==> src/rtl/drf_pkg.sv <==
// Package: shared register map, control field positions and sequencer states
// for the DRAM refresh controller. Assumes data words of at least 5 bits.
package drf_pkg;

    localparam logic [1:0] ADDR_CTRL = 2'd0;
    localparam logic [1:0] ADDR_CMP  = 2'd1;
    localparam logic [1:0] ADDR_CNT  = 2'd2;

    localparam int BIT_FLAG = 0;
    localparam int BIT_IE   = 1;
    localparam int BIT_WLO  = 2;
    localparam int BIT_RFEN = 4;

    typedef enum logic [2:0] {
        ST_IDLE,
        ST_REQ,
        ST_CAS,
        ST_WAIT,
        ST_RAS
    } drf_state_e;

endpackage

==> src/rtl/drf_interval_timer.sv <==
// Module: free-running interval counter with a compare register.
// Produces a one-cycle-wide match indication while counter equals compare;
// the counter restarts from zero on the following edge. Software writes to
// either register take priority over counting. Compare resets to all ones so
// that matches stay rare until software programs an interval.
module drf_interval_timer #(
    parameter int CNT_W = 16
) (
    input  logic             clk,
    input  logic             rst_n,
    input  logic             cnt_wr,
    input  logic             cmp_wr,
    input  logic [CNT_W-1:0] wdata,
    output logic [CNT_W-1:0] cnt_q,
    output logic [CNT_W-1:0] cmp_q,
    output logic             match
);

    // Equality between the running count and the programmed compare value.
    always_comb begin
        match = (cnt_q == cmp_q);
    end

    // Counter: software load, wrap on match, otherwise increment.
    always_ff @(posedge clk) begin
        if (!rst_n) begin
            cnt_q <= '0;
        end else if (cnt_wr) begin
            cnt_q <= wdata;
        end else if (match) begin
            cnt_q <= '0;
        end else begin
            cnt_q <= cnt_q + CNT_W'(1);
        end
    end

    // Compare register: software loaded only.
    always_ff @(posedge clk) begin
        if (!rst_n) begin
            cmp_q <= '1;
        end else if (cmp_wr) begin
            cmp_q <= wdata;
        end
    end


    match_wrap_chk: assert property (@(posedge clk) disable iff (!rst_n)
        (match && !cnt_wr) |=> (cnt_q == '0));

endmodule

==> src/rtl/drf_ctrl_regs.sv <==
// Module: control/status register with the dual-role compare-match flag.
// Refresh off: the flag clears by a read-as-1 then write-0 sequence.
// Refresh on: the flag clears when the sequencer starts a granted cycle, and
// the interrupt enable is held at zero. A new match always wins over a clear.
module drf_ctrl_regs #(
    parameter int WAIT_W = 2
) (
    input  logic              clk,
    input  logic              rst_n,
    input  logic              ctrl_wr,
    input  logic              ctrl_rd,
    input  logic              wr_flag,
    input  logic              wr_ie,
    input  logic [WAIT_W-1:0] wr_wait,
    input  logic              wr_rfen,
    input  logic              match,
    input  logic              refresh_start,
    output logic              flag_q,
    output logic              ie_q,
    output logic [WAIT_W-1:0] wait_q,
    output logic              rfen_q,
    output logic              irq
);

    logic armed_q;
    logic sw_clr;
    logic flag_d;

    // Decide the next flag value: set beats any clear.
    always_comb begin
        sw_clr = ctrl_wr && !wr_flag && armed_q && !rfen_q;
        if (match) begin
            flag_d = 1'b1;
        end else if (sw_clr || refresh_start) begin
            flag_d = 1'b0;
        end else begin
            flag_d = flag_q;
        end
    end

    // Flag register and the read-as-1 arming bit for the software clear.
    always_ff @(posedge clk) begin
        if (!rst_n) begin
            flag_q  <= 1'b0;
            armed_q <= 1'b0;
        end else begin
            flag_q <= flag_d;
            if (!flag_d) begin
                armed_q <= 1'b0;
            end else if (ctrl_rd && flag_q) begin
                armed_q <= 1'b1;
            end
        end
    end

    // Configuration fields; enable is forced low whenever refresh is on.
    always_ff @(posedge clk) begin
        if (!rst_n) begin
            ie_q   <= 1'b0;
            wait_q <= '0;
            rfen_q <= 1'b0;
        end else if (ctrl_wr) begin
            ie_q   <= wr_ie && !wr_rfen;
            wait_q <= wr_wait;
            rfen_q <= wr_rfen;
        end
    end

    // Interrupt request combines flag and enable.
    always_comb begin
        irq = flag_q && ie_q;
    end


    flag_set_chk: assert property (@(posedge clk) disable iff (!rst_n)
        match |=> flag_q);


    ie_lock_chk: assert property (@(posedge clk) disable iff (!rst_n)
        rfen_q |-> !ie_q);


    write_one_keeps_chk: assert property (@(posedge clk) disable iff (!rst_n)
        (flag_q && ctrl_wr && wr_flag && !refresh_start) |=> flag_q);


    sw_clear_blocked_chk: assert property (@(posedge clk) disable iff (!rst_n)
        (flag_q && rfen_q && ctrl_wr && !refresh_start) |=> flag_q);

endmodule

==> src/rtl/drf_strobe_seq.sv <==
// Module: CAS-before-RAS refresh sequencer.
// Requests the bus when triggered with refresh enabled, waits for grant, then
// runs CAS, WAIT (captured wait count) and RAS (RAS_CYC cycles) states before
// releasing both strobes together. Strobes decode from the state register.
module drf_strobe_seq #(
    parameter int WAIT_W  = 2,
    parameter int RAS_CYC = 2
) (
    input  logic              clk,
    input  logic              rst_n,
    input  logic              rfen,
    input  logic              trigger,
    input  logic [WAIT_W-1:0] wait_cfg,
    input  logic              bus_gnt,
    output logic              bus_req,
    output logic              cas_n,
    output logic              ras_n,
    output logic              refresh_start
);
    import drf_pkg::*;

    localparam int RAS_W  = $clog2(RAS_CYC + 1);
    localparam int STEP_W = (RAS_W > WAIT_W) ? RAS_W : WAIT_W;

    drf_state_e        state_q;
    logic [STEP_W-1:0] step_q;
    logic [WAIT_W-1:0] wait_lat_q;

    // Grant acceptance pulse, used to clear the trigger flag.
    always_comb begin
        refresh_start = (state_q == ST_REQ) && bus_gnt;
    end

    // State walk with a shared down-counter for wait and RAS phases.
    always_ff @(posedge clk) begin
        if (!rst_n) begin
            state_q    <= ST_IDLE;
            step_q     <= '0;
            wait_lat_q <= '0;
        end else begin
            case (state_q)
                ST_IDLE: begin
                    if (trigger && rfen) begin
                        state_q <= ST_REQ;
                    end
                end
                ST_REQ: begin
                    if (bus_gnt) begin
                        state_q    <= ST_CAS;
                        wait_lat_q <= wait_cfg;
                    end
                end
                ST_CAS: begin
                    if (wait_lat_q == '0) begin
                        state_q <= ST_RAS;
                        step_q  <= STEP_W'(RAS_CYC - 1);
                    end else begin
                        state_q <= ST_WAIT;
                        step_q  <= STEP_W'(wait_lat_q) - STEP_W'(1);
                    end
                end
                ST_WAIT: begin
                    if (step_q == '0) begin
                        state_q <= ST_RAS;
                        step_q  <= STEP_W'(RAS_CYC - 1);
                    end else begin
                        step_q <= step_q - STEP_W'(1);
                    end
                end
                ST_RAS: begin
                    if (step_q == '0) begin
                        state_q <= ST_IDLE;
                    end else begin
                        step_q <= step_q - STEP_W'(1);
                    end
                end
                default: begin
                    state_q <= ST_IDLE;
                end
            endcase
        end
    end

    // Strobe and request decode from the registered state.
    always_comb begin
        bus_req = (state_q != ST_IDLE);
        cas_n   = !((state_q == ST_CAS) || (state_q == ST_WAIT) || (state_q == ST_RAS));
        ras_n   = (state_q != ST_RAS);
    end


    ras_under_cas_chk: assert property (@(posedge clk) disable iff (!rst_n)
        !ras_n |-> !cas_n);


    strobe_release_chk: assert property (@(posedge clk) disable iff (!rst_n)
        $rose(cas_n) |-> $rose(ras_n));


    cas_after_grant_chk: assert property (@(posedge clk) disable iff (!rst_n)
        $fell(cas_n) |-> ($past(bus_gnt) && $past(bus_req)));


    idle_high_chk: assert property (@(posedge clk) disable iff (!rst_n)
        !bus_req |-> (cas_n && ras_n));

endmodule

==> src/rtl/dram_refresh_ctrl.sv <==
// Module: top of the DRAM refresh timer and sequencer.
// Decodes the register port, connects the interval timer, the control
// register and the strobe sequencer, and muxes read data combinationally.
module dram_refresh_ctrl #(
    parameter int CNT_W   = 16,
    parameter int WAIT_W  = 2,
    parameter int RAS_CYC = 2
) (
    input  logic             clk,
    input  logic             rst_n,
    input  logic [1:0]       reg_addr,
    input  logic             reg_wr,
    input  logic             reg_rd,
    input  logic [CNT_W-1:0] reg_wdata,
    output logic [CNT_W-1:0] reg_rdata,
    input  logic             bus_gnt,
    output logic             bus_req,
    output logic             cas_n,
    output logic             ras_n,
    output logic             irq
);
    import drf_pkg::*;

    logic              ctrl_wr, ctrl_rd, cmp_wr, cnt_wr;
    logic [CNT_W-1:0]  cnt_q, cmp_q;
    logic              match, refresh_start;
    logic              flag_q, ie_q, rfen_q;
    logic [WAIT_W-1:0] wait_q;

    // Register strobes per address.
    always_comb begin
        ctrl_wr = reg_wr && (reg_addr == ADDR_CTRL);
        ctrl_rd = reg_rd && (reg_addr == ADDR_CTRL);
        cmp_wr  = reg_wr && (reg_addr == ADDR_CMP);
        cnt_wr  = reg_wr && (reg_addr == ADDR_CNT);
    end

    drf_interval_timer #(.CNT_W(CNT_W)) u_timer (
        .clk    (clk),
        .rst_n  (rst_n),
        .cnt_wr (cnt_wr),
        .cmp_wr (cmp_wr),
        .wdata  (reg_wdata),
        .cnt_q  (cnt_q),
        .cmp_q  (cmp_q),
        .match  (match)
    );

    drf_ctrl_regs #(.WAIT_W(WAIT_W)) u_regs (
        .clk           (clk),
        .rst_n         (rst_n),
        .ctrl_wr       (ctrl_wr),
        .ctrl_rd       (ctrl_rd),
        .wr_flag       (reg_wdata[BIT_FLAG]),
        .wr_ie         (reg_wdata[BIT_IE]),
        .wr_wait       (reg_wdata[BIT_WLO +: WAIT_W]),
        .wr_rfen       (reg_wdata[BIT_RFEN]),
        .match         (match),
        .refresh_start (refresh_start),
        .flag_q        (flag_q),
        .ie_q          (ie_q),
        .wait_q        (wait_q),
        .rfen_q        (rfen_q),
        .irq           (irq)
    );

    drf_strobe_seq #(.WAIT_W(WAIT_W), .RAS_CYC(RAS_CYC)) u_seq (
        .clk           (clk),
        .rst_n         (rst_n),
        .rfen          (rfen_q),
        .trigger       (flag_q),
        .wait_cfg      (wait_q),
        .bus_gnt       (bus_gnt),
        .bus_req       (bus_req),
        .cas_n         (cas_n),
        .ras_n         (ras_n),
        .refresh_start (refresh_start)
    );

    // Read data mux over the register map.
    always_comb begin
        reg_rdata = '0;
        case (reg_addr)
            ADDR_CTRL: begin
                reg_rdata[BIT_FLAG]            = flag_q;
                reg_rdata[BIT_IE]              = ie_q;
                reg_rdata[BIT_WLO +: WAIT_W]   = wait_q;
                reg_rdata[BIT_RFEN]            = rfen_q;
            end
            ADDR_CMP: reg_rdata = cmp_q;
            ADDR_CNT: reg_rdata = cnt_q;
            default:  reg_rdata = '0;
        endcase
    end

endmodule

==> config.mk <==
export PLATFORM = sky130hd
export DESIGN_NAME = dram_refresh_ctrl
export DESIGN_NICKNAME = d
export VERILOG_FILES = /design/src/rtl/drf_pkg.sv /design/src/rtl/drf_interval_timer.sv /design/src/rtl/drf_ctrl_regs.sv /design/src/rtl/drf_strobe_seq.sv /design/src/rtl/dram_refresh_ctrl.sv
export SDC_FILE = /design/constraint.sdc
export NUM_CORES = 1
export LEC_CHECK = 0
export ABC_AREA = 0
export BUFFER_PORTS_ARGS = -buffer_cell sky130_fd_sc_hd__buf_2
export CORE_MARGIN = 5
export CORE_UTILIZATION = 55
export DETAILED_ROUTE_END_ITERATION = 7
export HOLD_SLACK_MARGIN = 0.08
export PLACE_DENSITY = 0.78
export SYNTH_ARGS = -nofsm -noshare
export SYNTH_HDL_FRONTEND = slang
export SYNTH_SLANG_ARGS = --single-unit
==> constraint.sdc <==
create_clock -name clk -period 2.9 [get_ports clk]
set_input_delay 0.435 -clock clk [delete_from_list [all_inputs] [get_ports clk]]
set_output_delay 0.435 -clock clk [all_outputs]
set_load 0.01 [all_outputs]
==> summary.md <==
| Metric | Value |
|---|---|
| Critical Path Max Stage Delay | 570 ps |
| Area Overhead vs Synth | 11.1% |
| DR WL met3 | 497 um |
| Syn Inst Count | 326 |
| TritonCTS clock tree | built |
| Unrepaired setup endpoints after global routing | false |
| Worst Tran Pin Value | 641 ps |
| Post-synthesis compound-gate area fraction | 15.8% |
| Initial Util | 56.6% |
| WL met2 | 2.70 mm |
| Max Transition Viols Final | 0 |
| Power Total | 1.36 mW |
| # resized after CTS | 0 |
| Crit-path leading delay family | adder cells |
| Worst vdd ir | 0.277 mV |
| Initial antenna violation count | 0 |
| Setup TNS Final | 0 ps |
| Largest family of logic cells by synthesized area | simple AND/OR/NAND/NOR gates |
| FP Rows | 25 |
| Worst Path Required | 2470 ps |
| Root Buffer | clkbuf_8 |
| Max Cap Viol | 0 |
| H-tree depth | 2 |
| Crit path capture type | output pin |
| CTS buffer count | 5 |
| IO Pins | 43 |
| Post-synth EDFFs | 0 |
| DR vias | 2422 |
| CP Cell Sequence | buf_2, inv_1, ha_1, a222oi_1, nor2_1, buf_2 |
| GRT Overall Usage | 21.0% |
| CP arrival | 1700 ps |
| Initial detailed-routing violation count | 291 |
| TritonCTS Sinks | 45 |
| Top_reg_cell synth | dfxtp_1 |
| Final setup fails | 0 |
| Core footprint | 0.00469 mm^2 |
| Synthesized flop and latch total | 45 |
| Post-synthesis async set-or-reset flop share | 0% |
| Vias per std cell | 5.92 |
| Final setup skew | 5.21 ps |
| Setup repair bufs after CTS | 0 |
| ANT nets after route | 0 |
| CTS Buffer Depth | 2 |
| PortBufs | 42 |
| Yosys warnings | 0 |
| Min-Delay Path Class | in -> reg |
| Die height | 79.5 um |
| Min Tclk post-route | 2140 ps |
| Routed WL | 6.42 mm |
| Commonest non-fill, non-tap cell in the layout | nand2_1 |
| Fin nets | 384 |
| Drt pass-1 iters | 7 |
| GPL Wtd Cong | 0.850 |
| Worst Setup Start Kind | input port |
| Hpwl dp | 4.62 mm |
| Total leakage power | 1.22 nW |
| Gr ovfl total | 0 |
| Xor/xnor share of the synthesized area | 10.7% |
| Buf+Inv Stages, Crit Path | 3 |
| Post-synthesis sequential area ratio | 33.9% |
| Crit path max fanout | 18 |
| Highest routed metal layer | met4 |
| Net Count, Synth | 356 |
| Final worst-path cycle share | 73.7% |
| Commonest non-fill, non-tap cells in the layout | nand2_1, dfxtp_1, buf_2 |
| Most frequent CP cell | buf_2 |
| Clock Pin Slew Worst Setup and Hold Paths | 90 ps |
| Mapped Area | 0.00266 mm^2 |
| Synth unique cells | 45 |
| Share of post-route cells with drive strength above 1 | 17.2% |
| Die X | 79.5 um |
| Wl on met1 | 3.14 mm |
| Simple-gate share of the synthesized area | 30.0% |
| DRC viols | 0 |
| Pin count of the biggest net entering global routing | 45 |
| Final hold vios | 0 |
| Clock Latency Late Sink | 300 ps |
| First-pass GRT wire length | 10.5 mm |
| Rel. slew slack | 57.3% |
| DR WL/cell | 15.7 um |
| Die area | 0.00632 mm^2 |
| Vias in the first global route | 2143 |
| Mean Syn Cell Area | 8.14 um^2 |
| WHS | 351 ps |
| Adder-cell share of the synthesized area | 3.30% |
| Final core occ | 62.9% |
| Hold-fix buffers, CTS | 0 |
| Status | finished, final reports clean |
| Post-synthesis mux area share | 0.377% |
| Crit Path Class | in -> out |
| Crit-path slowest cell | ha_1 |
| Power per cell area | 460 mW/mm^2 |
| Maximum clock frequency | 0.468 GHz |
| # diodes | 0 |
-- final timing paths --
check / cells after the start / from / end / slack [ps]
min reg2reg: 2 / u_timer.cmp_q[10] / u_timer.cmp_q[10] / 500
min: 3 / reg_wdata[5] / u_timer.cmp_q[5] / 350
max reg2reg: 6 / u_timer.cnt_q[3] / u_timer.cnt_q[4] / 1160
max: 6 / reg_addr[0] / reg_rdata[0] / 760
-- report_power, final --
group	internal, mW	leakage [nW]	switching, mW	total [mW]
Sequential	0.641	0.367	0.0349	0.676
Combinational	0.0835	0.800	0.0935	0.177
Clock	0.280	0.0574	0.224	0.504
Total	1.01	1.22	0.353	1.36
-- per-layer routing --
| layer | track usage, % | up-vias |
|---|---|---|
| li1 | - | 1198 |
| met1 | 30.9 | 1113 |
| met2 | 31.1 | 102 |
| met3 | 3.95 | 9 |
| met4 | 5.67 | 0 |
| met5 | 0 | - |
-- flip-flops by register name, summed over array words and instances (netlist names) --
name	count
u_timer.cmp_q	16
u_timer.cnt_q	16
u_seq.state_q	3
u_regs.wait_q	2
u_seq.step_q	2
u_seq.wait_lat_q	2
u_regs.armed_q	1
u_regs.flag_q	1
u_regs.ie_q	1
u_regs.rfen_q	1
-- worst register-to-register path, delay by kind of cell (launching register included) --
kind / cells / cell delay (ps)
flops: 1 / 550
buf+inv: 1 / 260
xor+xnor: 1 / 160
compound gates: 1 / 100
simple gates: 3 / 560
-- through the flow --
step / instance area [um^2] / setup WS, ps / cells
floorplan: 2660 / 995 / 326
global placement: 2830 / 832 / 401
detailed placement: 2830 / 814 / 401
CTS: 2950 / 799 / 409
global route: 2950 / 659 / 409
finish: 2950 / 764 / 409
-- layout make-up --
cell class,count,area [um^2]
fill,425,1740
tap,54,67.6
timing repair buffer,46,240
multi-input combinational,250,1600
inverter,6,22.5
clock inverter,2,37.5
sequential,45,901
clock buffer,6,82.6
-- cells in the mapped netlist, types with 3 or more instances --
cell type / count / area (um^2)
clkbuf_1: 18 / 67.6
nor3_1: 3 / 15.0
nand2_1: 56 / 210
xnor2_2: 3 / 48.8
inv_1: 6 / 22.5
nand3_1: 33 / 165
dfxtp_1: 45 / 901
and2_1: 12 / 75.1
nor2_1: 11 / 41.3
nor2b_1: 16 / 100
a21boi_0: 3 / 22.5
o31ai_1: 16 / 120
buf_6: 3 / 33.8
a222oi_1: 5 / 50.1
a21oi_1: 6 / 30.0
a22oi_1: 13 / 97.6
nand4_1: 6 / 37.5
xnor2_1: 20 / 175
nand2b_1: 3 / 18.8
ha_1: 7 / 87.6
nor3b_1: 3 / 22.5
and3_1: 3 / 18.8
o21ai_0: 3 / 15.0
xor2_1: 7 / 61.3
-- logic make-up after synthesis --
logic type                 count (synthesis)
AOI/OAI and AO/OA                         57
muxes                                      1
buffers and inverters                     31
xor gates and xnor gates                  30
adders and majority gates                  7
and+or+nand+nor                          155
DFF                                       45
No activity file was read; power rests on OpenSTA's default activity.
